==> config.mk <==
export PLATFORM = sky130hd
export DESIGN_NAME = clk_osc_ctrl
export DESIGN_NICKNAME = d
export VERILOG_FILES = /design/src/rtl/clkc_pkg.sv /design/src/rtl/clkc_stall_timer.sv /design/src/rtl/clkc_pwr_fsm.sv /design/src/rtl/clkc_regs.sv /design/src/rtl/clk_osc_ctrl.sv
export SDC_FILE = /design/constraint.sdc
export NUM_CORES = 1
export LEC_CHECK = 0
export ABC_AREA = 1
export BUFFER_PORTS_ARGS = -buffer_cell sky130_fd_sc_hd__buf_2
export CAP_MARGIN = 20
export CORE_ASPECT_RATIO = 0.9
export CORE_MARGIN = 2
export CORE_UTILIZATION = 57
export CTS_CLUSTER_DIAMETER = 120
export CTS_CLUSTER_SIZE = 10
export DETAILED_ROUTE_END_ITERATION = 12
export PLACE_DENSITY_LB_ADDON = 0.25
export SYNTH_ARGS = -nofsm -noshare
export SYNTH_HDL_FRONTEND = slang
export SYNTH_SLANG_ARGS = --single-unit
export TNS_END_PERCENT = 100
==> constraint.sdc <==
create_clock -name clk -period 3.6 [get_ports clk]
set_clock_uncertainty 0.2 [all_clocks]
set_input_delay 0.54 -clock clk [delete_from_list [all_inputs] [get_ports clk]]
set_output_delay 0.54 -clock clk [all_outputs]
set_load 0.05 [all_outputs]
==> src/rtl/clkc_pkg.sv <==
package clkc_pkg;
   typedef enum logic [1:0] {PS_RUN = 2'd0, PS_SLEEP = 2'd1, PS_STALL = 2'd2} pwr_state_t;
   // control register bit positions
   localparam int CB_FAST_OFF = 0;
   localparam int CB_SLOW_ON  = 1;
   localparam int CB_SEL_SLOW = 2;
   // source register bit positions
   localparam int SB_SRC_RC   = 2;
   localparam int SB_LOCK     = 7;
endpackage

==> src/rtl/clkc_stall_timer.sv <==
module clkc_stall_timer #(
   parameter int W = 16
) (
   input  logic         clk,
   input  logic         rst_n,
   input  logic         start,
   input  logic         active,
   output logic [W-1:0] cnt,
   output logic         last
);
   localparam logic [W-1:0] CNT_MAX = '1;

   always_ff @(posedge clk or negedge rst_n) begin
      if (!rst_n)      cnt <= '0;
      else if (start)  cnt <= '0;
      else if (active) cnt <= cnt + 1'b1;
   end

   assign last = (cnt == CNT_MAX);
endmodule

==> src/rtl/clkc_pwr_fsm.sv <==
module clkc_pwr_fsm
   import clkc_pkg::*;
(
   input  logic clk,
   input  logic rst_n,
   input  logic sleep_req,
   input  logic wake_evt,
   input  logic sel_slow,
   input  logic stall_last,
   output logic frc_sleep,
   output logic frc_fast_on,
   output logic frc_slow_on,
   output logic in_sleep,
   output logic in_stall,
   output logic cpu_run
);
   pwr_state_t state, state_nx;

   always_comb begin
      state_nx = state;
      unique case (state)
         PS_RUN:   if (sleep_req) state_nx = PS_SLEEP;
         PS_SLEEP: if (wake_evt)  state_nx = sel_slow ? PS_RUN : PS_STALL;
         PS_STALL: if (stall_last) state_nx = PS_RUN;
         default:  state_nx = PS_RUN;
      endcase
   end

   always_ff @(posedge clk or negedge rst_n) begin
      if (!rst_n) state <= PS_RUN;
      else        state <= state_nx;
   end

   assign in_sleep    = (state == PS_SLEEP);
   assign in_stall    = (state == PS_STALL);
   assign cpu_run     = (state == PS_RUN);
   assign frc_sleep   = cpu_run && sleep_req;
   assign frc_fast_on = in_sleep && wake_evt && !sel_slow;
   assign frc_slow_on = in_sleep && wake_evt && sel_slow;
endmodule

==> src/rtl/clkc_regs.sv <==
module clkc_regs
   import clkc_pkg::*;
#(
   parameter int ADDR_W    = 4,
   parameter int DATA_W    = 8,
   parameter int CTRL_ADDR = 0,
   parameter int SRC_ADDR  = 1
) (
   input  logic              clk,
   input  logic              rst_n,
   input  logic              wr_en,
   input  logic [ADDR_W-1:0] addr,
   input  logic [DATA_W-1:0] wdata,
   input  logic              frc_sleep,
   input  logic              frc_fast_on,
   input  logic              frc_slow_on,
   output logic              fast_off,
   output logic              slow_on,
   output logic              sel_slow,
   output logic              src_rc,
   output logic              src_lock,
   output logic [DATA_W-1:0] rdata
);
   localparam logic [ADDR_W-1:0] A_CTRL = ADDR_W'(CTRL_ADDR);
   localparam logic [ADDR_W-1:0] A_SRC  = ADDR_W'(SRC_ADDR);

   logic wr_ctrl, wr_src;
   assign wr_ctrl = wr_en && (addr == A_CTRL);
   assign wr_src  = wr_en && (addr == A_SRC);

   // control register: bus write first, hardware sequencing overrides
   always_ff @(posedge clk or negedge rst_n) begin
      if (!rst_n) begin
         fast_off <= 1'b0;
         slow_on  <= 1'b0;
         sel_slow <= 1'b0;
      end else begin
         if (wr_ctrl) begin
            fast_off <= wdata[CB_FAST_OFF];
            slow_on  <= wdata[CB_SLOW_ON];
            sel_slow <= wdata[CB_SEL_SLOW];
         end
         if (frc_sleep) begin
            fast_off <= 1'b1;
            slow_on  <= 1'b0;
         end
         if (frc_fast_on) fast_off <= 1'b0;
         if (frc_slow_on) slow_on  <= 1'b1;
      end
   end

   // source register with write lock on the source bit
   always_ff @(posedge clk or negedge rst_n) begin
      if (!rst_n) begin
         src_rc   <= 1'b0;
         src_lock <= 1'b0;
      end else if (wr_src) begin
         src_lock <= wdata[SB_LOCK];
         if (!src_lock) src_rc <= wdata[SB_SRC_RC];
      end
   end

   always_comb begin
      rdata = '0;
      if (addr == A_CTRL) begin
         rdata[CB_FAST_OFF] = fast_off;
         rdata[CB_SLOW_ON]  = slow_on;
         rdata[CB_SEL_SLOW] = sel_slow;
      end else if (addr == A_SRC) begin
         rdata[SB_SRC_RC] = src_rc;
         rdata[SB_LOCK]   = src_lock;
      end
   end
endmodule

==> src/rtl/clk_osc_ctrl.sv <==
module clk_osc_ctrl #(
   parameter int ADDR_W    = 4,
   parameter int DATA_W    = 8,
   parameter int CTRL_ADDR = 0,
   parameter int SRC_ADDR  = 1,
   parameter int STALL_W   = 16
) (
   input  logic              clk,
   input  logic              rst_n,
   input  logic              wr_en,
   input  logic [ADDR_W-1:0] addr,
   input  logic [DATA_W-1:0] wdata,
   output logic [DATA_W-1:0] rdata,
   input  logic              sleep_req,
   input  logic              wake_evt,
   output logic              fast_osc_en,
   output logic              pll_en,
   output logic              slow_osc_en,
   output logic              pclk_sel_slow,
   output logic              slow_src_rc,
   output logic              cpu_run
);
   localparam int ADDR_SPAN = 1 << ADDR_W;

   if (DATA_W < 8) begin : g_bad_data_w
      $error("clk_osc_ctrl: DATA_W must be at least 8");
   end
   if (STALL_W < 2) begin : g_bad_stall_w
      $error("clk_osc_ctrl: STALL_W must be at least 2");
   end
   if (CTRL_ADDR == SRC_ADDR) begin : g_bad_map
      $error("clk_osc_ctrl: register addresses must differ");
   end
   if (CTRL_ADDR >= ADDR_SPAN || SRC_ADDR >= ADDR_SPAN) begin : g_bad_addr
      $error("clk_osc_ctrl: register address outside ADDR_W");
   end

   logic fast_off, slow_on, sel_slow, src_rc, src_lock;
   logic frc_sleep, frc_fast_on, frc_slow_on;
   logic in_sleep, in_stall, stall_last;
   logic [STALL_W-1:0] stall_cnt;

   clkc_regs #(
      .ADDR_W(ADDR_W), .DATA_W(DATA_W), .CTRL_ADDR(CTRL_ADDR), .SRC_ADDR(SRC_ADDR)
   ) u_regs (
      .clk(clk), .rst_n(rst_n), .wr_en(wr_en), .addr(addr), .wdata(wdata),
      .frc_sleep(frc_sleep), .frc_fast_on(frc_fast_on), .frc_slow_on(frc_slow_on),
      .fast_off(fast_off), .slow_on(slow_on), .sel_slow(sel_slow),
      .src_rc(src_rc), .src_lock(src_lock), .rdata(rdata)
   );

   clkc_pwr_fsm u_fsm (
      .clk(clk), .rst_n(rst_n), .sleep_req(sleep_req), .wake_evt(wake_evt),
      .sel_slow(sel_slow), .stall_last(stall_last),
      .frc_sleep(frc_sleep), .frc_fast_on(frc_fast_on), .frc_slow_on(frc_slow_on),
      .in_sleep(in_sleep), .in_stall(in_stall), .cpu_run(cpu_run)
   );

   clkc_stall_timer #(.W(STALL_W)) u_timer (
      .clk(clk), .rst_n(rst_n), .start(frc_fast_on), .active(in_stall),
      .cnt(stall_cnt), .last(stall_last)
   );

   assign fast_osc_en   = ~fast_off;
   assign pll_en        = ~fast_off;
   assign slow_osc_en   = slow_on;
   assign pclk_sel_slow = sel_slow;
   assign slow_src_rc   = src_rc;
endmodule

Word level (Yosys, flattened, before mapping)
Index checks and enable logic that the tools add are counted.
{ "op_classes": {"n_bitwise": 2, "n_addsub": 1, "n_reduce_logical": 14, "n_eq_ne": 7, "n_mux": 18} }
{ "ops": {"columns": ["operator", "count"], "rows": [
  ["two-way mux 16 bit", 2],
  ["adder 16 x 1 -> 16 bit (second input constant)", 1],
  ["equality test 16 bit (second input constant)", 1],
  ["two-way mux 1 bit", 10],
  ["two-way mux 2 bit", 5],
  ["logical AND 1 bit", 6],
  ["case mux 2 bit (3 select lines)", 1],
  ["nonzero test 3 bit", 2],
  ["equality test 4 x 1 -> 1 bit (second input constant)", 1],
  ["zero test 4 bit", 1],
  ["inequality test 2 bit (second input constant)", 2],
  ["AND reduction 3 bit", 1],
  ["equality test 2 x 1 -> 1 bit (second input constant)", 1],
  ["equality test 2 bit (second input constant)", 1],
  ["zero test 2 bit", 1],
  ["inequality test 2 x 1 -> 1 bit (second input constant)", 1],
  ["inverter 1 bit", 2],
  ["AND reduction 2 bit", 1],
  ["nonzero test 2 bit", 1],
  ["zero test 1 bit", 1]
]} }
{ "word_totals": {"register_bits": 23} }

Depth between registers and ports, before layout
{ "depth": {"ltp_word": 5, "ltp_mapped": 8, "depth_no_buf": 8} }

Hierarchy
From an unflattened synthesis, not the netlist that was laid out.
{ "hier_totals": {"cells_unflattened": 199, "hier_area_um2": 1421.4} }
{ "modules_own_cells": {"columns": ["module", "seq_area_each_um2", "cells_each", "area_each_um2", "instances"], "rows": [
  ["clkc_stall_timer", 400.4, 121, 892.1, 1],
  ["clkc_regs", 125.1, 55, 380.4, 1],
  ["clkc_pwr_fsm", 50.0, 21, 137.6, 1],
  ["clk_osc_ctrl", 0.0, 2, 11.3, 1]
]} }

Least setup slack after synthesis
No wires, ideal clock.
{ "synth_path": {"kind": "input to output", "start": "input addr[3]", "end": "output rdata[2]", "t_required_ns": 2.860, "setup_slack_ns": 1.271, "arrival_ns": 1.589, "path_stages": 3, "cell_sequence": "nor2_1 nand3_1 o22ai_1"} }
{ "synth_via": {"elab_chain_len": 3, "elab_cells_between_ends": 4, "cone_classes": "eq/ne: 1; mux: 2; reduce/logical: 1"} }
{ "synth_rtl": {"columns": ["item", "line", "rtl"], "rows": [
  ["start, declared", "clk_osc_ctrl.sv:11", "input logic [ADDR_W-1:0] addr,"],
  ["equality test 4 x 1 -> 1 bit", "clkc_regs.sv:69", "end else if (addr == A_SRC) begin"],
  ["two-way mux 1 bit", "clkc_regs.sv:69", null],
  ["two-way mux 1 bit *", "clkc_regs.sv:65", "if (addr == A_CTRL) begin"],
  ["end, declared", "clk_osc_ctrl.sv:13", "output logic [DATA_W-1:0] rdata,"]
]} }
Mark *: on every way between the ends. The rest lies on a longest branch, timed or not.

Worst setup path in the final report
Ends and elaborated chain as after synthesis.

==> results by group <==
Outcome
  • Status: complete, no violations

Critical path
  • Crit end category: primary output
  • Critical path class: input port to primary output
  • Max FO, Critical Path: 3
  • Setup crit start kind: input port
  • Crit-path max cell delay: ~0.29 ns
  • CP required: ~2.9 ns
  • Crit path top cell by count: buf_2
  • Buffers & Inverters on Critical Path: 2
  • Worst EP arrival: around 1.4 ns
  • CP top delay family: buffers and inverters
  • Worst path cell trace: buf_2, nor2_1, nand3_1, o22ai_1, buf_2
  • Slowest CP cell: buf_2

Layout
  • Storage cell area: 576 sq um
  • Final #Nets: between 200 and 250
  • Ant. Diodes: 0
  • Filler cell count in the final layout: around 180
  • Layout cells sized above 1: 0.185
  • Multi-input gate area: approximately 650 sq um
  • Area Growth Syn to Fin: 10.9%

Synthesis
  • Async S/R FF share, synth: 1.00
  • Post-synth EDFFs: 0
  • Cells after Synth: 187
  • Top_reg_cell synth: dfrtp_1
  • Synth Cell Area: about 0.0014 sq mm
  • Avg Inst Size Synth: 7.33 sq um
  • Sequential area share after synthesis: 0.420
  • Ys Warns: 0
  • Yosys reg bits: 23
  • Netlist cell types: 28

STA
  • Fin. Hold Viols: 0
  • Slew Viols, Final: 0
  • Fin crit period: around 2.1 ns
  • RSZ-0062 raised after global routing: no
  • Final Setup Violations: 0
  • Setup_tns: 0 ns
  • Fmax: 468 MHz
  • Rel. slew slack: 0.662
  • Crit share post-route: 0.593
  • Worst Max-Slew Pin Slew: slightly above 0.5 ns

Power and ir drop
  • Peak supply drop: between 0.4 and 0.5 mV
  • Leak pwr: about 0.00080 uW
  • Tot Pwr: ~800 uW
  • Power per cell area: ~530 mW/mm^2

Detailed routing
  • Detailed Route Iter0 Violations: 63
  • DRC viols: 0
  • Post-Route WL: approximately 2800 microns
  • Detailed-route via count: 1237
  • Post-DRT Antenna Nets: 0
  • Routed len/inst: around 12 microns
  • Pre-antenna DRT Iters: 4
  • Drt via density: 5.20

Worst hold path
  • Worst hold path type: input port to flop

Clock network
  • CTS Buf Count: 3
  • Root buffer cell: clkbuf_4
  • Post-CTS setup buffers: 0
  • CTS tree: yes
  • H-tree Lvls: 1
  • Clk pin slew, worst setup/hold paths: 0.12 ns
  • Clock sinks: 23
  • Worst-Skew Late Latency: between 0.3 and 0.4 ns
  • Max Root-Sink Buffers: 2
  • # resized after CTS: 0
  • Hold buffers post-CTS: 1

Global routing
  • Vias in the first global route: ~1100
  • Total grt overflow: 0
  • Initial antenna violation count: 0
  • GRT Util Overall: 0.217
  • M2 GR Usage: 0.377
  • Met3 Resource Use GR: 0.0567
  • M1 GR Usage: 0.265
  • First-pass GRT wire length: roughly 4800 microns
  • Largest net degree at the start of global routing: 24
  • GRT busiest layer: met2

Flow run
  • Max-Cap Viols: 0

Floorplan
  • Core Area: about 0.0022 sq mm
  • Initial Util: 0.617
  • Rows: 16
  • Die area: between 0.002 and 0.003 sq mm
  • Chip Width: around 56 microns
  • I/O pins: 31
  • Die Y: a little over 50 microns

Placement
  • Global placement routability congestion: 0.881
  • Dpl hpwl: ~2200 microns
  • PortBufs: 22
-- layer usage --
metal	share of wire	wire [microns]
met5	0	0
met4	0.0060	17
met2	0.48	1360
met1	0.47	1330
met3	0.043	121
-- final cells by class --
type                    count  area share
multi-input cells         130       0.426
flip-flops and latches     23       0.378
repair buffers             23      0.0789
inverters                  31      0.0765
well taps                  27      0.0222
clock buffers               3      0.0148
clock inverters             1     0.00329
-- tightest hold or removal path, stage by stage --
cell	delay [ns]
buf_2	0.07
nand2_1	0.04
o21ai_0	0.06
-- sequential cells by signal, summed over array words and instances (netlist names) --
name	flops
u_timer.cnt	16
u_regs.fast_off	1
u_regs.slow_on	1
u_fsm.state	2
u_regs.src_rc	1
u_regs.src_lock	1
u_regs.sel_slow	1
-- Yosys cell counts, types with 2 or more instances --
| cell type | n | area (sq um) |
|---|---|---|
| nor2_2 | 3 | 18.8 |
| a21oi_1 | 9 | 45.0 |
| inv_1 | 30 | 113 |
| buf_4 | 5 | 37.5 |
| nand3_1 | 11 | 55.1 |
| nand2_1 | 39 | 146 |
| o21bai_1 | 3 | 22.5 |
| nand3_2 | 4 | 40.0 |
| nor2_1 | 27 | 101 |
| o21ai_0 | 10 | 50.1 |
| nand4_1 | 6 | 37.5 |
| dfrtp_1 | 23 | 576 |
| nor2_4 | 2 | 22.5 |
-- worst paths after layout --
kind | startpoint | end | slack, ns | cells past startpoint
worst max-delay path | addr[3] | rdata[2] | 1.46 | 5
worst max register to register | u_fsm.state[1] | u_timer.cnt[1] | 1.73 | 6
min in group asynchronous | rst_n | u_regs.fast_off | 0.51 | 2
max in group asynchronous | rst_n | u_timer.cnt[9] | 2.34 | 2
worst min register to register | u_regs.src_rc | u_regs.src_rc | 0.35 | 2
worst min-delay path | wdata[7] | u_regs.src_lock | 0.23 | 3
-- kinds of logic after synthesis --
logic type / count (synthesis) / synth area share
adder cells (fa/ha/maj): 1 / 0.00912
AND/OR/NAND/NOR: 97 / 0.337
AO/OA/AOI/OAI: 27 / 0.109
flip-flops: 23 / 0.420
other: 1 / 0.00273
buffers and inverters: 37 / 0.116
XOR/XNOR: 1 / 0.00639
-- cell usage in the layout, fill, tap and decap left out, types with 2 or more instances in the layout --
cell / count
nor2_4: 2
nor2_1: 27
conb_1: 4
nand3_1: 11
nand4_1: 6
a21oi_1: 9
nor2_2: 3
inv_1: 30
nand3_2: 4
nand2_1: 39
o21ai_0: 10
dfrtp_1: 23
buf_2: 22
o21bai_1: 3
clkbuf_4: 3
-- through the flow --
| stage | util | instances | setup WS [ns] | hold WS (ns) | cell area, sq um |
|---|---|---|---|---|---|
| 2_1_floorplan | - | 190 | 1.27 | 0.0444 | 1380 |
| 3_5_place_dp | 0.668 | 233 | 1.48 | 0.322 | 1480 |
| 6_report | 0.685 | 238 | 1.46 | 0.232 | 1520 |
| 4_1_cts | 0.685 | 238 | 1.47 | 0.223 | 1520 |
| 3_3_place_gp | 0.668 | 233 | 1.51 | 0.319 | 1480 |
| 5_1_grt | 0.685 | 238 | 1.35 | 0.231 | 1520 |
-- report_power, final --
| group | total [uW] | switching [uW] | internal (uW) |
|---|---|---|---|
| logic | 325 | 248 | 77.5 |
| registers | 353 | 45.4 | 307 |
| clock network | 122 | 80.2 | 41.6 |
Note: power is estimated with default switching activity, not from simulation.
